File: src/rtl/pwm3_pkg.sv
package pwm3_pkg;

  typedef enum logic [1:0] {
    LVL_LOW  = 2'b00,
    LVL_HIGH = 2'b01,
    LVL_TRI  = 2'b10
  } level_e;

  // strobes from the state control to the run counters
  typedef struct packed {
    logic   midInc;      // extend the middle-window run
    logic   midClr;      // restart the middle-window run
    logic   lvlInc;      // extend the current logic-level run
    logic   lvlRestart;  // start a new logic-level run tagged lvlTag
    logic   lvlClr;      // drop the logic-level run
    level_e lvlTag;
  } cnt_ctrl_s;

endpackage

File: src/rtl/pwm3_run_counters.sv
module pwm3_run_counters
  import pwm3_pkg::*;
#(
  parameter int HOLDOFF_CYCLES = 78,
  parameter int EXIT_CYCLES    = 9
) (
  input  logic      clk,
  input  logic      rst,
  input  cnt_ctrl_s ctrl,
  output logic      midAtLimit,
  output logic      lvlAtLimit,
  output logic      lvlActive,
  output level_e    lvlLast
);

  localparam int MID_W = $clog2(HOLDOFF_CYCLES + 1);
  localparam int LVL_W = $clog2(EXIT_CYCLES + 1);
  localparam logic [MID_W-1:0] MID_MAX  = MID_W'(HOLDOFF_CYCLES - 1);
  localparam logic [LVL_W-1:0] LVL_MAX  = LVL_W'(EXIT_CYCLES);
  localparam logic [LVL_W-1:0] LVL_EDGE = LVL_W'(EXIT_CYCLES - 1);

  logic [MID_W-1:0] midCnt;
  logic [LVL_W-1:0] lvlCnt;

  always_ff @(posedge clk) begin
    if (rst || ctrl.midClr) begin
      midCnt <= '0;
    end else if (ctrl.midInc && (midCnt != MID_MAX)) begin
      midCnt <= midCnt + MID_W'(1);
    end
  end

  always_ff @(posedge clk) begin
    if (rst || ctrl.lvlClr) begin
      lvlCnt  <= '0;
      lvlLast <= LVL_LOW;
    end else if (ctrl.lvlRestart) begin
      lvlCnt  <= LVL_W'(1);
      lvlLast <= ctrl.lvlTag;
    end else if (ctrl.lvlInc && (lvlCnt != LVL_MAX)) begin
      lvlCnt <= lvlCnt + LVL_W'(1);
    end
  end

  assign midAtLimit = (midCnt == MID_MAX);
  assign lvlAtLimit = (lvlCnt >= LVL_EDGE);
  assign lvlActive  = (lvlCnt != '0);

  // the holdoff run never counts past its acceptance point
  assert_holdoff_bound_R3: assert property (@(posedge clk) disable iff (rst)
    midCnt <= MID_MAX);

  // the level run saturates at the exit length
  assert_exit_bound_R5: assert property (@(posedge clk) disable iff (rst)
    lvlCnt <= LVL_MAX);

  // a contradictory sample leaves no run in progress
  assert_both_clear_R8: assert property (@(posedge clk) disable iff (rst)
    (ctrl.midClr && ctrl.lvlClr) |=> (midCnt == '0) && (lvlCnt == '0));

endmodule

File: src/rtl/pwm3_state_ctl.sv
module pwm3_state_ctl
  import pwm3_pkg::*;
#(
  parameter int EXIT_CYCLES = 9
) (
  input  logic      clk,
  input  logic      rst,
  input  logic      aboveHigh,
  input  logic      belowLow,
  input  logic      midAtLimit,
  input  logic      lvlAtLimit,
  input  logic      lvlActive,
  input  level_e    lvlLast,
  output cnt_ctrl_s ctrl,
  output level_e    level,
  output logic      stateChanged
);

  level_e nextLevel;
  level_e tag;
  logic   sameRun;
  logic   armed;

  always_comb begin
    ctrl      = '0;
    nextLevel = level;
    tag       = aboveHigh ? LVL_HIGH : LVL_LOW;
    sameRun   = lvlActive && (lvlLast == tag);
    unique case ({aboveHigh, belowLow})
      2'b00: begin
        ctrl.midInc = 1'b1;
        ctrl.lvlClr = 1'b1;
        if (midAtLimit) nextLevel = LVL_TRI;
      end
      2'b10, 2'b01: begin
        ctrl.midClr = 1'b1;
        ctrl.lvlTag = tag;
        if (sameRun) ctrl.lvlInc = 1'b1;
        else         ctrl.lvlRestart = 1'b1;
        if ((EXIT_CYCLES == 1) || (sameRun && lvlAtLimit)) nextLevel = tag;
      end
      default: begin
        ctrl.midClr = 1'b1;
        ctrl.lvlClr = 1'b1;
      end
    endcase
  end

  always_ff @(posedge clk) begin
    if (rst) begin
      level        <= LVL_TRI;
      stateChanged <= 1'b0;
      armed        <= 1'b0;
    end else begin
      level        <= nextLevel;
      stateChanged <= (nextLevel != level);
      armed        <= 1'b1;
    end
  end

  // only the three legal codes appear
  assert_legal_code_R1: assert property (@(posedge clk) disable iff (rst || !armed)
    level != 2'b11);

  // a strobe always marks a change, and a change always carries a strobe
  assert_strobe_marks_change_R7: assert property (@(posedge clk) disable iff (rst || !armed)
    stateChanged |-> (level != $past(level)));
  assert_change_has_strobe_R7: assert property (@(posedge clk) disable iff (rst || !armed)
    (level != $past(level)) |-> stateChanged);

  // TRISTATE is entered only from a middle-window sample
  assert_tri_from_mid_R3: assert property (@(posedge clk) disable iff (rst || !armed)
    (level == LVL_TRI && $past(level) != LVL_TRI) |-> $past(!aboveHigh && !belowLow));

  // a logic level is entered only from a matching sample
  assert_high_from_flag_R2: assert property (@(posedge clk) disable iff (rst || !armed)
    (level == LVL_HIGH && $past(level) != LVL_HIGH) |-> $past(aboveHigh && !belowLow));
  assert_low_from_flag_R2: assert property (@(posedge clk) disable iff (rst || !armed)
    (level == LVL_LOW && $past(level) != LVL_LOW) |-> $past(belowLow && !aboveHigh));

  // a contradictory sample never moves the state
  assert_both_hold_R8: assert property (@(posedge clk) disable iff (rst || !armed)
    $past(aboveHigh && belowLow) |-> (level == $past(level)));

endmodule

File: src/rtl/pwm3_qualifier.sv
module pwm3_qualifier
  import pwm3_pkg::*;
#(
  parameter int HOLDOFF_CYCLES = 78,
  parameter int EXIT_CYCLES    = 9
) (
  input  logic       clk,
  input  logic       rst,
  input  logic       aboveHigh,
  input  logic       belowLow,
  output logic [1:0] level,
  output logic       stateChanged
);

  cnt_ctrl_s ctrl;
  logic      midAtLimit;
  logic      lvlAtLimit;
  logic      lvlActive;
  level_e    lvlLast;
  level_e    stateLevel;

  pwm3_run_counters #(
    .HOLDOFF_CYCLES(HOLDOFF_CYCLES),
    .EXIT_CYCLES   (EXIT_CYCLES)
  ) u_counters (
    .clk       (clk),
    .rst       (rst),
    .ctrl      (ctrl),
    .midAtLimit(midAtLimit),
    .lvlAtLimit(lvlAtLimit),
    .lvlActive (lvlActive),
    .lvlLast   (lvlLast)
  );

  pwm3_state_ctl #(
    .EXIT_CYCLES(EXIT_CYCLES)
  ) u_ctl (
    .clk         (clk),
    .rst         (rst),
    .aboveHigh   (aboveHigh),
    .belowLow    (belowLow),
    .midAtLimit  (midAtLimit),
    .lvlAtLimit  (lvlAtLimit),
    .lvlActive   (lvlActive),
    .lvlLast     (lvlLast),
    .ctrl        (ctrl),
    .level       (stateLevel),
    .stateChanged(stateChanged)
  );

  assign level = stateLevel;

endmodule

File: config.mk
export PLATFORM = sky130hd
export DESIGN_NAME = pwm3_qualifier
export DESIGN_NICKNAME = d
export VERILOG_FILES = /design/src/rtl/pwm3_pkg.sv /design/src/rtl/pwm3_run_counters.sv /design/src/rtl/pwm3_state_ctl.sv /design/src/rtl/pwm3_qualifier.sv
export SDC_FILE = /design/constraint.sdc
export NUM_CORES = 1
export LEC_CHECK = 0
export ABC_AREA = 1
export BUFFER_PORTS_ARGS = -buffer_cell sky130_fd_sc_hd__buf_2
export CORE_AREA = 2 2 51 53
export CTS_BUF_LIST = sky130_fd_sc_hd__clkbuf_4 sky130_fd_sc_hd__clkbuf_8
export CTS_CLUSTER_DIAMETER = 40
export DETAILED_ROUTE_END_ITERATION = 10
export DIE_AREA = 0 0 53 55
export GPL_ROUTABILITY_DRIVEN = 0
export PLACE_DENSITY_LB_ADDON = 0.08
export SLEW_MARGIN = 10
export SYNTH_ARGS = -nofsm -noshare
export SYNTH_HDL_FRONTEND = slang
export SYNTH_SLANG_ARGS = --single-unit
File: constraint.sdc
create_clock -name clk -period 2.8 [get_ports clk]
set_input_delay 0.56 -clock clk [delete_from_list [all_inputs] [get_ports clk]]
set_output_delay 0.56 -clock clk [all_outputs]
set_load 0.02 [all_outputs]
---- Word level (Yosys, flattened, before mapping) ----
Index checks and enable logic that the tools add are counted.
storage, ports and cells
  output and inout port bits .............. 3
  flip-flop bits (word level) ............. 16
  bits of input ports ..................... 4
operators by class
  add/sub/neg operators ................... 2
  order comparisons ....................... 1
  reductions and logical operators ........ 11
  muxes and demuxes ....................... 13
  eq/ne operators ......................... 7
operators with widths
  operator               count
  $mux W1                8
  $mux W2                4
  $add A7 B1 Y7 const B  1
  $eq A7 B7 Y1 const B   1
  $ne A7 B7 Y1 const B   1
  $add A4 B1 Y4 const B  1
  $ge A4 B4 Y1 const B   1
  $logic_and A1 B1 Y1    4
  $ne A4 B4 Y1 const B   1
  $pmux W2 S2            1
  $reduce_bool A4 Y1     1
  $reduce_or A2 Y1       2
  $eq A2 B1 Y1 const B   1
  $eq A2 B2 Y1           1
  $eq A2 B2 Y1 const B   1
  $logic_not A2 Y1       1
  $logic_or A1 B1 Y1     2
  $ne A2 B2 Y1           1
  $reduce_bool A2 Y1     1

---- Logic depth before layout (Yosys ltp) ----
Gate-level depths: netlist of run 1.
  depth after elaboration ................. 8
  mapped depth ............................ 11
  gate-level depth less buffers ........... 11

---- By module ----
Synthesis of run 1 repeated with hierarchy kept, for this count alone.
second synthesis, totals
  cells, all modules ...................... 159
  area total of the unflattened synthesis .. 1,073.5 um^2
modules (own cells, without submodules)
  module             instances  area an instance (um^2)  cells an instance
  pwm3_run_counters  1          744.5                    111
  pwm3_state_ctl     1          329.1                    48

---- Worst setup path after synthesis of run 1 ----
OpenSTA, ideal clock, no wires.
  path type ............................... input to register
  start point ............................. input port belowLow
  end point ............................... register u_counters.lvlCnt[3]
  required time ........................... 2,742 ps
  arrival time ............................ 1,460 ps
  setup time .............................. 58 ps
  cell stages on the path ................. 7
  setup slack ............................. 1,282 ps
  cells stage by stage .................... inv_1 > ha_1 > nand2_1 > nor2_4 > nand2_1 > a21oi_1 > o21a_1
on the way
  longest elaborated chain between the ends .. 5
  elaborated cells on any way between the ends .. 8
RTL lines
  element                                              line                     RTL
  start, declared                                      pwm3_qualifier.sv:10     input logic belowLow,
  $eq A2 B2 Y1 / $eq A2 B1 Y1 (equally long branches)  pwm3_state_ctl.sv:29     unique case ({aboveHigh, belowLow})
  $reduce_or A2 Y1 *                                   pwm3_state_ctl.sv:29
  $mux W1                                              pwm3_state_ctl.sv:29
  $logic_or A1 B1 Y1                                   pwm3_run_counters.sv:34  if (rst || ctrl.lvlClr) begin
  $reduce_or A2 Y1 (no source line)                    -
  end signal, assigned                                 pwm3_run_counters.sv:41  lvlCnt <= lvlCnt + LVL_W'(1);
  end, declared                                        pwm3_run_counters.sv:23  logic [LVL_W-1:0] lvlCnt;
Every way passes the cells marked *; elsewhere a longest branch is shown, timed or not.
A chain may end at the register's enable or synchronous reset.

---- Worst setup path after layout of run 1 ----
  start point ............................. input port aboveHigh
  end point ............................... register u_counters.lvlCnt[3]
on the way
  longest elaborated chain between the ends .. 6
  elaborated cells on any way between the ends .. 13
RTL lines
  element                                                                          line                  RTL
  start, declared                                                                  pwm3_qualifier.sv:9   input logic aboveHigh,
  $mux W1                                                                          pwm3_state_ctl.sv:27  tag = aboveHigh ? LVL_HIGH : LVL_LOW;
  $eq A2 B2 Y1                                                                     pwm3_state_ctl.sv:28  sameRun = lvlActive && (lvlLast == tag);
  $logic_and A1 B1 Y1                                                              pwm3_state_ctl.sv:28
  $mux W1                                                                          pwm3_state_ctl.sv:38  if (sameRun) ctrl.lvlInc = 1'b1;
  $mux W2                                                                          pwm3_state_ctl.sv:29
  $reduce_or A2 Y1 (no source line) / $logic_and A1 B1 Y1 (equally long branches)  -
Parallel ways exist; a longest one is shown, timed or not.

==> impl_metrics.ini, run 1 <==
[min_path]
hp-class = register to register
worstHoldStart = u_counters.midCnt[3]$_SDFFE_PP0P_
hold_depth = 2

[sta]
clock_skew_ns = 0.01043
min_period_ns = 1.475
hold_viol_final = 0
timing.fmax_ghz = 0.6779
finalSetupViolCount = 0
slew-limit-headroom = 0.8346
max_slew.worst_pin.slew_ns = 0.2481
period_share = 0.5268
slew_violations = 0
setup_slack_ns = 1.325
tns_ns = 0
rsz0062_at_grt = no

[worst_setup_path]
slowest_stage = ha_1
worst-setup-path-type = input port to register
critPathArrivalTime_ns = 1.70
reg2reg_from = u_counters.midCnt[1]$_SDFFE_PP0P_
end_kind = register
cp_max_fo = 5
slowest_delay_ns = 0.35
crit_chain = buf_2 > inv_2 > ha_1 > nand2_1 > nor2_4 > nand2_1 > a21oi_1 > o21a_1
startpoint_type = input port
worstPathRequired_ns = 3.03
ff2ff_path_depth = 10
crit_path_start = aboveHigh
path_common_cell = nand2_1

[synth]
synth_warnings = 0
synth_top_family_by_area = simple AND/OR/NAND/NOR gates
synth_cell_types = 20
ys_ff_latch = 15
synth.area.mux_share = 0
yosysSeqAreaShare = 0.3283
synth_xor_area_frac = 0.02873
syn_inst = 129
syn_avg_cell_area_um2 = 7.090
synth_area_um2 = 914.6
synthSimpleGateAreaFrac = 0.3160
syn-num-nets = 141
synth_adder_area_share = 0.1094
synth_compound_area_frac = 0.1272

[power]
pwr-share-clk = 0.330
switchingPower_w = 0.0001159
irDropWorstVdd_v = 0.0001960
p_int_w = 0.0003058
p_per_area_nw_per_um2 = 416.6
p_sw_frac = 0.2748
p_seq_frac = 0.530
finalPower_w = 0.0004217
combPwrFrac = 0.140
p_leak_nw = 0.4368

[global_routing]
grt_usage = 0.1334
grt_pass1_vias = 699
overflow = 0
grt_max_degree = 9
antenna_found_initial = 0
grt_pass1_wl_um = 2815

[final_layout]
diodes = 0
area_delta_synth_final_pct = 10.67
final_cells = 169
drive_gt1_frac = 0.1583
finalInstanceArea_um2 = 1012
fill_cells = 259
layout.nets = 152

[placement]
placed_cells = 165
dpl_cell_area_um2 = 982.2
pre_cts_slack_ns = 1.042
port_buffers = 6
place_hpwl_um = 1304

[clock_tree]
cts_sinks = 15
cts_tree = built
path_clk_slew_ns = 0.09
htree_levels = 1
clock-root-buffer = clkbuf_4
cts_made_buffers = 3
clockBufferDepth = 2
cts_hold_buf = 0
post_cts_buffers = 0
insertion_delay_ns = 0.28
cts_resized = 0

[detailed_routing]
vias = 795
dr.pass1.iters = 4
wl_um = 1659
drc = 0
wire_per_inst_um = 9.817
drt_iter0_drc = 8
vias_per_cell = 4.704
ant_nets = 0

[flow_run]
drv_cap = 0

[floorplan]
io_pins = 7
fp.dieW_um = 53
dieArea_um2 = 2915
core-area_um2 = 2365
num_rows = 18
die_y_um = 55
start_util = 0.3868

[run_status]
status = completed
==> synth_stat cells <==
cell       n  area (um2)
o21a_1     2       15.01
nand2_1   31       116.4
nand2_2    1       6.260
nor3_1     4       20.02
o21ai_0    3       15.01
nor2_4     3       33.78
xor2_1     3       26.28
nor2_1    10       37.54
nor2_2     2       12.51
a21oi_1   10       50.05
nand3_1    8       40.04
ha_1       8       100.1
o21bai_2   1       11.26
a21boi_0   1       7.510
inv_2      3       11.26
dfxtp_1   15       300.3
nand2_4    2       22.52
inv_1     19       71.32
a211oi_1   1       7.510
o21ai_1    2       10.01
==> kinds of logic after synthesis <==
group,count (synthesis)
and+or+nand+nor,61
buffers and inverters,22
AOI/OAI and AO/OA,20
DFF,15
adders and majority gates,8
xor gates and xnor gates,3
==> layer usage <==
layer,global-route usage,part of all wire,vias up
met5,0,0,-
met4,0.06410,0.0078,0
met3,0.02419,0.043,2
met2,0.2354,0.49,18
met1,0.1569,0.46,354
li1,-,-,421
==> final timing paths <==
check                                           end  slack [ns]
hold reg to reg   u_counters.midCnt[3]$_SDFFE_PP0P_        0.50
hold / removal    u_counters.midCnt[3]$_SDFFE_PP0P_        0.50
setup / recovery  u_counters.lvlCnt[3]$_SDFFE_PP0P_        1.32
setup reg to reg  u_counters.midCnt[5]$_SDFFE_PP0P_        1.37
==> worst max-delay path: cells and delay by family <==
kind            cells  cell delay [ns]
buf+inv             2             0.18
simple gates        3             0.37
fa+ha+maj           1             0.35
compound gates      2             0.26
==> power groups by stage <==
stage / combinational, W / sequential, W / clock (W)
2_1_floorplan: 0.0000413 / 0.000232 / 0
6_report: 0.0000592 / 0.000223 / 0.000139
5_1_grt: 0.0000699 / 0.000224 / 0.000152
4_1_cts: 0.0000602 / 0.000224 / 0.000149
3_5_place_dp: 0.0000601 / 0.000229 / 0
3_3_place_gp: 0.0000598 / 0.000228 / 0
==> registers in the layout, indices dropped and copies added, names as in the netlist <==
signal              count
u_ctl.level             2
u_ctl.stateChanged      1
u_counters.lvlCnt       4
u_counters.midCnt       7
u_counters.lvlLast      1
==> layout by cell type, fill, tap and decap left out, types with 3 or more instances in the layout <==
| master | netlist | routed |
|---|---|---|
| o21ai_0 | 3 | 3 |
| dfxtp_1 | 15 | 15 |
| inv_1 | 19 | 19 |
| nor2_4 | 3 | 3 |
| nand2_1 | 31 | 31 |
| ha_1 | 8 | 8 |
| inv_2 | 3 | 3 |
| nor3_1 | 4 | 4 |
| nand3_1 | 8 | 8 |
| a21oi_1 | 10 | 10 |
| nor2_1 | 10 | 10 |
| clkbuf_4 | 0 | 4 |
| buf_2 | 0 | 6 |
| xor2_1 | 3 | 3 |
==> metrics by stage <==
step | util | hold WS [ns]
global route | 0.4280 | 0.5143
finish | 0.4280 | 0.5030
global placement | 0.4153 | 0.4853
floorplan | - | 0.4620
CTS | 0.4280 | 0.4948
detailed placement | 0.4153 | 0.4902
==> final cells by class <==
type | instances | area [um2] | area share
repair buffers | 6 | 30.03 | 0.02967
clock buffers | 4 | 30.03 | 0.02967
flip-flops and latches | 15 | 300.3 | 0.2967
multi-input cells | 92 | 531.8 | 0.5253
inverters | 22 | 82.58 | 0.08158
well taps | 30 | 37.54 | 0.03708
(Power assumes the default switching activity.)
==> inputs of run 2 (changes only) <==
--- a/config.mk
+++ b/config.mk
@@ -5,13 +5,13 @@
 export SDC_FILE = /design/constraint.sdc
 export NUM_CORES = 1
 export LEC_CHECK = 0
-export ABC_AREA = 1
+export ABC_AREA = 0
 export BUFFER_PORTS_ARGS = -buffer_cell sky130_fd_sc_hd__buf_2
-export CORE_AREA = 2 2 51 53
+export CORE_AREA = 2 2 50 52
 export CTS_BUF_LIST = sky130_fd_sc_hd__clkbuf_4 sky130_fd_sc_hd__clkbuf_8
 export CTS_CLUSTER_DIAMETER = 40
 export DETAILED_ROUTE_END_ITERATION = 10
-export DIE_AREA = 0 0 53 55
+export DIE_AREA = 0 0 52 54
 export GPL_ROUTABILITY_DRIVEN = 0
 export PLACE_DENSITY_LB_ADDON = 0.08
 export SLEW_MARGIN = 10
==> constraint.sdc (replaced) <==
create_clock -name clk -period 1.4 [get_ports clk]
set_input_delay 0.28 -clock clk [delete_from_list [all_inputs] [get_ports clk]]
set_output_delay 0.28 -clock clk [all_outputs]
set_load 0.02 [all_outputs]
==> run 2 against run 1 <==
Effect of this change:
- flip-flop and latch count unchanged
- final area increased by 9.6%
- synthesized area decreased by 7.0%
- worst setup slack got worse by 1.3 ns
- first-iteration DRC count increased by 25%
- non-clock buffer count increased by 17
- cell count decreased by 9.5%
- clock-buffer cell count unchanged
- synthesized cell count decreased by 25%
- critical path depth decreased by 1
==> impl_metrics.ini, run 2 <==
[clock_tree]
cts_sinks = 15
htree_levels = 1
insertion_delay_ns = 0.28
path_clk_slew_ns = 0.09
cts_tree = built
cts_made_buffers = 3
cts_hold_buf = 0
clock-root-buffer = clkbuf_4
clockBufferDepth = 2

[worst_setup_path]
crit_path_start = u_counters.midCnt[1]$_SDFFE_PP0P_
worstPathRequired_ns = 1.57
end_kind = register
r2r_end = u_counters.midCnt[4]$_SDFFE_PP0P_
r2r_setup_slack_ns = 0.07
worst-setup-path-type = register to register
startpoint_type = register
critPathCapture = u_counters.midCnt[4]$_SDFFE_PP0P_
cp_max_fo = 4
reg2reg_from = u_counters.midCnt[1]$_SDFFE_PP0P_
ff2ff_path_depth = 7
critPathArrivalTime_ns = 1.50

[synth]
ys_ff_latch = 15
synth_top_area_cell = dfxtp_1
synth_area_um2 = 850.8
synth_cell_types = 33
synth.top_cells.by_count = dfxtp_1, nor2_1, ha_1, inv_1, a21oi_1
yosys-top-cells-area = dfxtp_1, ha_1, nor2_1
yosysSeqAreaShare = 0.3529
synth_warnings = 0
syn_avg_cell_area_um2 = 8.771
yosys.area.top_type_share = 0.3529
syn-num-nets = 109
synth-edff-count = 0
synth-main-ff-cell = dfxtp_1
synth_most_common_cell = dfxtp_1
synth-async-reset-ratio = 0
syn_inst = 97

[floorplan]
dieArea_um2 = 2808
start_util = 0.3668
io_pins = 7
num_rows = 18
fp.dieW_um = 52
die_y_um = 54
core-area_um2 = 2320

[min_path]
hp-class = input port to register

[final_layout]
area_delta_synth_final_pct = 30.44
largest_reg_flops = 7
drive_gt1_frac = 0.3171
ff_latch_area_um2 = 304.0
largest_register = u_counters.midCnt
multiInputGateArea_um2 = 550.5
fill_cells = 240
diodes = 0
layout.nets = 136
mostFrequentLayoutCell = buf_4
reg.largest.list = u_counters.midCnt (7), u_counters.lvlCnt (4), u_ctl.level (2)
final_cell_mix = buf_4, dfxtp_1, nor2_1
utilization = 0.4784

[flow_run]
drv_cap = 0

[sta]
slew_violations = 0
finalSetupViolCount = 0
min_period_ns = 1.328
hold_viol_final = 0
period_share = 0.9489
slew-limit-headroom = 0.7802
rsz0062_at_grt = yes
timing.fmax_ghz = 0.7527
max_slew.worst_pin.slew_ns = 0.3267
setup_slack_ns = 0.07153
clock_skew_ns = 0.004674
holdWs_ns = 0.2236

[global_routing]
grt_pass1_vias = 712
antenna_found_initial = 0
grt_pass1_wl_um = 2911
grt_usage = 0.1449
grt_max_degree = 9
overflow = 0

[detailed_routing]
wire_per_inst_um = 10.78
wl_um = 1649
drc = 0
drt_iter0_drc = 10
ant_nets = 0
dr.pass1.iters = 4
vias = 747
vias_per_cell = 4.882

[power]
p_leak_nw = 0.4527
p_per_area_nw_per_um2 = 748.9
irDropWorstVdd_v = 0.0004596

[run_status]
status = completed

[placement]
place_hpwl_um = 1316
port_buffers = 6
pre_cts_slack_ns = -0.1814
[run 2: worst max-delay path, cell delays in order, from the launching register on]
cell	delay (ns)
dfxtp_2	0.33
inv_2	0.06
ha_4	0.13
nand4bb_4	0.12
buf_6	0.14
o211ai_1	0.20
xor2_1	0.18
nor2_1	0.05
[run 2: logic make-up after synthesis]
group	Yosys count	synth area share
AO/OA/AOI/OAI	22	0.1588
adder cells (fa/ha/maj)	8	0.1177
flip-flops	15	0.3529
buffers and inverters	8	0.03676
AND/OR/NAND/NOR	36	0.2485
XOR/XNOR	7	0.07206
multiplexers	1	0.01323
[run 2: worst min path at each step]
| stage | to | slack, ns | cells past startpoint | startpoint |
|---|---|---|---|---|
| after global routing | u_ctl.stateChanged$_SDFF_PP0_ | 0.21 | 2 | rst |
| after global placement | u_counters.lvlLast[0]$_SDFFE_PP0P_ | 0.51 | 2 | u_counters.lvlLast[0]$_SDFFE_PP0P_ |
| after detailed placement | u_ctl.stateChanged$_SDFF_PP0_ | 0.53 | 2 | rst |
| final | u_ctl.stateChanged$_SDFF_PP0_ | 0.22 | 2 | rst |
| after floorplan | u_ctl.stateChanged$_SDFF_PP0_ | 0.36 | 1 | rst |
| after CTS | u_ctl.stateChanged$_SDFF_PP0_ | 0.22 | 2 | rst |
[run 2: report_power, final]
part | internal, W | switching [W]
registers | 0.000437 | 0.00000791
logic | 0.0000621 | 0.0000586
clock network | 0.000130 | 0.000135
[run 2: metal layers]
metal / routed length [um] / global-route usage / vias up / part of all wire
li1: - / - / 397 / -
met1: 795 / 0.1664 / 341 / 0.48
met2: 786 / 0.2426 / 5 / 0.48
met3: 31 / 0.03333 / 4 / 0.019
met4: 36 / 0.09211 / 0 / 0.022
met5: 0 / 0 / - / 0
[run 2: area by class of cell]
cell class,count,share of cell area
multi-input cells,74,0.4961
flip-flops and latches,15,0.2740
repair buffers,23,0.1454
well taps,30,0.03382
clock buffers,4,0.02706
inverters,7,0.02368
[run 2: timing repair]
| item | CTS | global route |
|---|---|---|
| resized for setup | 1 | 12 |
| setup buffers | 0 | 2 |
| endpoints found under the setup margin | 1 | 9 |
| pin swaps | 0 | 3 |
[run 2: metrics by stage]
stage	power (W)	TNS, ns	instances	instance area (um2)
6_report	0.0008311	0	153	1110
4_1_cts	0.0008451	0	151	1056
3_5_place_dp	0.0005721	-0.5197	147	1026
3_3_place_gp	0.0005706	-0.4268	147	1026
2_1_floorplan	0.0005142	0	97	850.8
5_1_grt	0.0008962	-0.004915	153	1110
